File: src/rtl/pwc_interval_cnt.sv
module pwc_interval_cnt #(
    parameter int W = 6
) (
    input  logic         clk,
    input  logic         rst_n,
    input  logic         clear,
    input  logic         restart,
    input  logic         tick,
    output logic [W-1:0] cnt_o
);
    localparam logic [W-1:0] CNT_MAX = {W{1'b1}};
    logic [W-1:0] cnt_d, cnt_q;

    always_comb begin
        cnt_d = cnt_q;
        if (clear)                         cnt_d = '0;
        else if (restart)                  cnt_d = W'(tick);
        else if (tick && cnt_q != CNT_MAX) cnt_d = cnt_q + W'(1);
    end

    always_ff @(posedge clk or negedge rst_n) begin
        if (!rst_n) cnt_q <= '0;
        else        cnt_q <= cnt_d;
    end

    assign cnt_o = cnt_q;


    hold_no_tick_chk: assert property (@(posedge clk) disable iff (!rst_n)
        (!tick && !clear && !restart) |=> $stable(cnt_q));
endmodule

File: config.mk
export PLATFORM = sky130hd
export DESIGN_NAME = pwc_interval_cnt
export DESIGN_NICKNAME = d
export VERILOG_FILES = /design/src/rtl/pwc_interval_cnt.sv
export SDC_FILE = /design/constraint.sdc
export NUM_CORES = 1
export LEC_CHECK = 0
export BUFFER_PORTS_ARGS = -buffer_cell sky130_fd_sc_hd__buf_4
export CAP_MARGIN = 40
export CORE_AREA = 8 8 45 47
export DETAILED_ROUTE_END_ITERATION = 10
export DIE_AREA = 0 0 53 55
export GPL_ROUTABILITY_DRIVEN = 0
export GPL_TIMING_DRIVEN = 1
export PLACE_DENSITY = 0.59
export RECOVER_POWER = 50
export SLEW_MARGIN = 20
export SYNTH_ARGS = -nofsm -noshare
export SYNTH_HDL_FRONTEND = slang
export SYNTH_SLANG_ARGS = --single-unit
File: constraint.sdc
create_clock -name clk -period 1.6 [get_ports clk]
set_input_delay 0.32 -clock clk [delete_from_list [all_inputs] [get_ports clk]]
set_output_delay 0.32 -clock clk [all_outputs]
set_load 0.05 [all_outputs]
## Word-level counts from Yosys, hierarchy flattened

Cells that the tools add are included.

- Output and inout bits: 6
- Input port bits: 5
- Register bits: 6
- Logic and storage cells: 8

- Reduce and logical (&&, ||, !) cells: 2
- $add $sub $neg: 1
- Eq/ne operators: 1
- Mux-type cells: 3

Operators with widths:

| operator | count |
|---|---|
| 6-bit 2-to-1 mux | 3 |
| 6-bit by 1-bit adder with 6-bit output (second input constant) | 1 |
| 6-bit != test (second input constant) | 1 |
| 3-bit nonzero test | 1 |
| 1-bit logical AND | 1 |

## Depth between registers and ports, before layout

- Depth in word-level cells: 5
- Mapped depth: 5
- Gate-level depth less buffers: 4

## Least setup slack after synthesis

Ideal clock, no wire load.

- Path kind: register to register
- From: reg cnt_q[0] (netlist: cnt_o[0])
- To: reg cnt_q[4] (netlist: cnt_o[4])
- Clock period less this slack: 1617 ps
- Data required time: 1475 ps
- Library setup time: 125 ps
- Arrival time: 1492 ps
- Slack: -17 ps
- Buffers on the path: 1
- Stages on the path, launching flop included: 5
- Cell sequence: dfrtp_1 > ha_1 > buf_2 > nand4_1 > a2111oi_0

- Longest elaborated chain between the ends: 4

Ends and longest elaborated chain:

| element | RTL line | RTL |
|---|---|---|
| start: declaration | 12 | `logic [W-1:0] cnt_d, cnt_q;` |
| start signal: assignment | 23 | `else cnt_q <= cnt_d;` |
| 6-bit by 1-bit adder with 6-bit output | 18 | `else if (tick && cnt_q != CNT_MAX) cnt_d = cnt_q + W'(1);` |
| 6-bit 2-to-1 mux | 18 |  |
| 6-bit 2-to-1 mux | 17 | `else if (restart) cnt_d = W'(tick);` |
| 6-bit 2-to-1 mux | 16 | `if (clear) cnt_d = '0;` |

Several ways; a longest one is shown, not always the timed one. The select of a mux whose other input is x is not followed.
A chain may end at the register's enable or synchronous reset.

## Worst setup path after layout

Ends and elaborated chain as after synthesis.

==> reports/results.ini <==
[die]
start_util_pct = 26.3
dieHeight_um = 55
die_x_um = 53
core_area_um2 = 1380
die-area_um2 = 2920
rows = 14
ios = 11

[final_layout]
final_common_cell = buf_4
final_cell_mix = buf_4 (6), dfrtp_1 (4)
fin_nets = 58
largest_register_ffs = 6
fin_util_pct = 33.6
drive_gt1_share_pct = 27.5
diodes = 0
synthToLayoutAreaGrowth_pct = 27.8
final_cells = 67

[worst_setup_path]
crit_path_max_fanout = 9
reg2reg_from = cnt_o[0]$_DFFE_PN0P_
crit_path_max_incr_delay_ns = 0.42
endpoint_kind = flip-flop
crit_chain = ha_1 > nand4_1 > nor3_1 > a2111oi_0
cp_top_family = flip-flops
path_class = flip-flop to flip-flop
cp.arrival_ns = 1.52
required_ns = 1.70
worst_path_max_delay_cell = dfrtp_2
rrSetupSlack_ns = 0.18
reg2reg_to = cnt_o[4]$_DFFE_PN0P_
critPathBufInv = 0
reg2regPathDepth = 4
critPathLaunchType = flip-flop

[detailed_routing]
ant_nets = 0
first_pass_iters = 2
vias = 337
drt_iter0_drc = 6
drcViolationCount = 0
routed_via_density = 5.03
drt_wl_total_um = 843
wl_per_cell_um = 12.6

[cts]
clkTransAtPathRegs_ns = 0.05
cts_resized = 0
htreeDepth = 1
clock-sinks = 6
clock_latency_ns = 0.24
cts_root_buf = clkbuf_4
cts_tree = done
cts-buffers-inserted = 3
clockBufferDepth = 2

[worst_hold_path]
hp-class = primary input to flip-flop
worstHoldStart = clear
whs_endpoint = cnt_o[0]$_DFFE_PN0P_
hold_depth = 2

[sta]
drv_slew = 0
max_slew_margin_pct = 60.5
worst_pin_slew_ns = 0.594
hold_ws_ns = 0.288
setup_viol = 0
skew_ns = 0.0101
hold_violations = 0
post-route-min-period_ns = 1.42
rsz0062_at_grt = no
max_freq_mhz = 704
fin_setup_tns_ns = 0
timing.final.crit_share_pct = 88.7

[power]
ir_drop_mv = 0.332
p_per_area_nw_per_um2 = 757
leakagePower_nw = 0.208

[grt]
grt_usage_pct = 6.64
antenna_found_initial = 0
grt_start_max_net_pins = 10
grt_pass1_wl_um = 1390
grt_pass1_vias = 321
grt_overflow = 0

[synthesis]
seq_area_frac_synth_pct = 41.2
synth_seq_cells = 6
synth_nets = 45
synth_area_um2 = 364
yosysUniqueCellTypes = 21
syn_inst = 39
yosys_warnings = 0
avgSynthCellArea_um2 = 9.34

[placed_design]
io_buffers = 10
dp.cells = 62
dpl.hpwl_um = 659

[job]
cap_violations = 0

[status]
status = completed

synth_stat cells (all sizes together):
library cell	number	area share, %
and2	1	2.1
a31oi	3	5.2
a21oi	3	4.1
inv	2	2.1
buf	2	4.5
nor4	2	3.4
ha	1	3.4
nor3	1	1.4
clkbuf	1	1.0
and4b	1	2.7
a311o	2	5.5
dfrtp	6	41
and3	2	3.4
mux2i	2	5.5
nand2	2	2.1
nor2b	1	1.7
nand3	2	2.7
nand4	2	3.4
a2111oi	1	2.4
nor2	2	2.1
per-stage QoR:
stage	area, µm²	total power [W]	setup slack (ns)
after floorplan	367	0.000184	0.0740
after CTS	478	0.000363	0.168
final	465	0.000352	0.180
after detailed placement	442	0.000208	0.190
after global placement	442	0.000208	0.265
after global routing	465	0.000380	0.111
per-layer routing:
metal,vias to the layer above,wire length [µm],track usage [%]
met2,4,425,10.5
met1,160,368,6.78
met5,-,0,0
met4,0,5,5.17
li1,171,-,-
met3,2,43,2.94
where the power goes:
| part | switching [W] | internal (W) |
|---|---|---|
| combinational | 0.0000287 | 0.0000184 |
| clock | 0.0000524 | 0.0000943 |
| sequential | 0.00000302 | 0.000156 |
| total | 0.0000841 | 0.000268 |
what timing repair did:
action / CTS / global route
hold buffers: 1 / 0
setup buffers: 0 / 0
hold endpoints to repair: 6 / 0
cells by family after synthesis:
family,synth area share (%)
AND/OR/NAND/NOR,25.1
AO/OA/AOI/OAI,17.2
flip-flops,41.2
buffers and inverters,7.56
multiplexers,5.50
adder cells (fa/ha/maj),3.44
worst reg2reg max path: cells and delay by family (launching register included):
family          cells  cell delay (ns)
compound gates      1             0.39
fa+ha+maj           1             0.30
flops               1             0.42
simple gates        2             0.17
cell type report:
type | instances | area, µm²
Fill cell | 138 | 918
Clock buffer | 4 | 26.3
Inverter | 2 | 7.51
Multi-Input combinational cell | 28 | 186
Timing Repair Buffer | 11 | 72.6
Tap cell | 16 | 20.0
Sequential cell | 6 | 153
worst max path at each step:
stage / startpoint / to / slack, ns / cells after the start
after detailed placement: cnt_o[0]$_DFFE_PN0P_ / cnt_o[4]$_DFFE_PN0P_ / 0.19 / 4
after global routing: cnt_o[0]$_DFFE_PN0P_ / cnt_o[4]$_DFFE_PN0P_ / 0.11 / 3
final: cnt_o[0]$_DFFE_PN0P_ / cnt_o[4]$_DFFE_PN0P_ / 0.18 / 4
after global placement: cnt_o[0]$_DFFE_PN0P_ / cnt_o[4]$_DFFE_PN0P_ / 0.26 / 4
after CTS: cnt_o[0]$_DFFE_PN0P_ / cnt_o[4]$_DFFE_PN0P_ / 0.17 / 4
after floorplan: cnt_o[2]$_DFFE_PN0P_ / cnt_o[0]$_DFFE_PN0P_ / 0.07 / 4
Note: power is estimated with default switching activity, not from simulation.
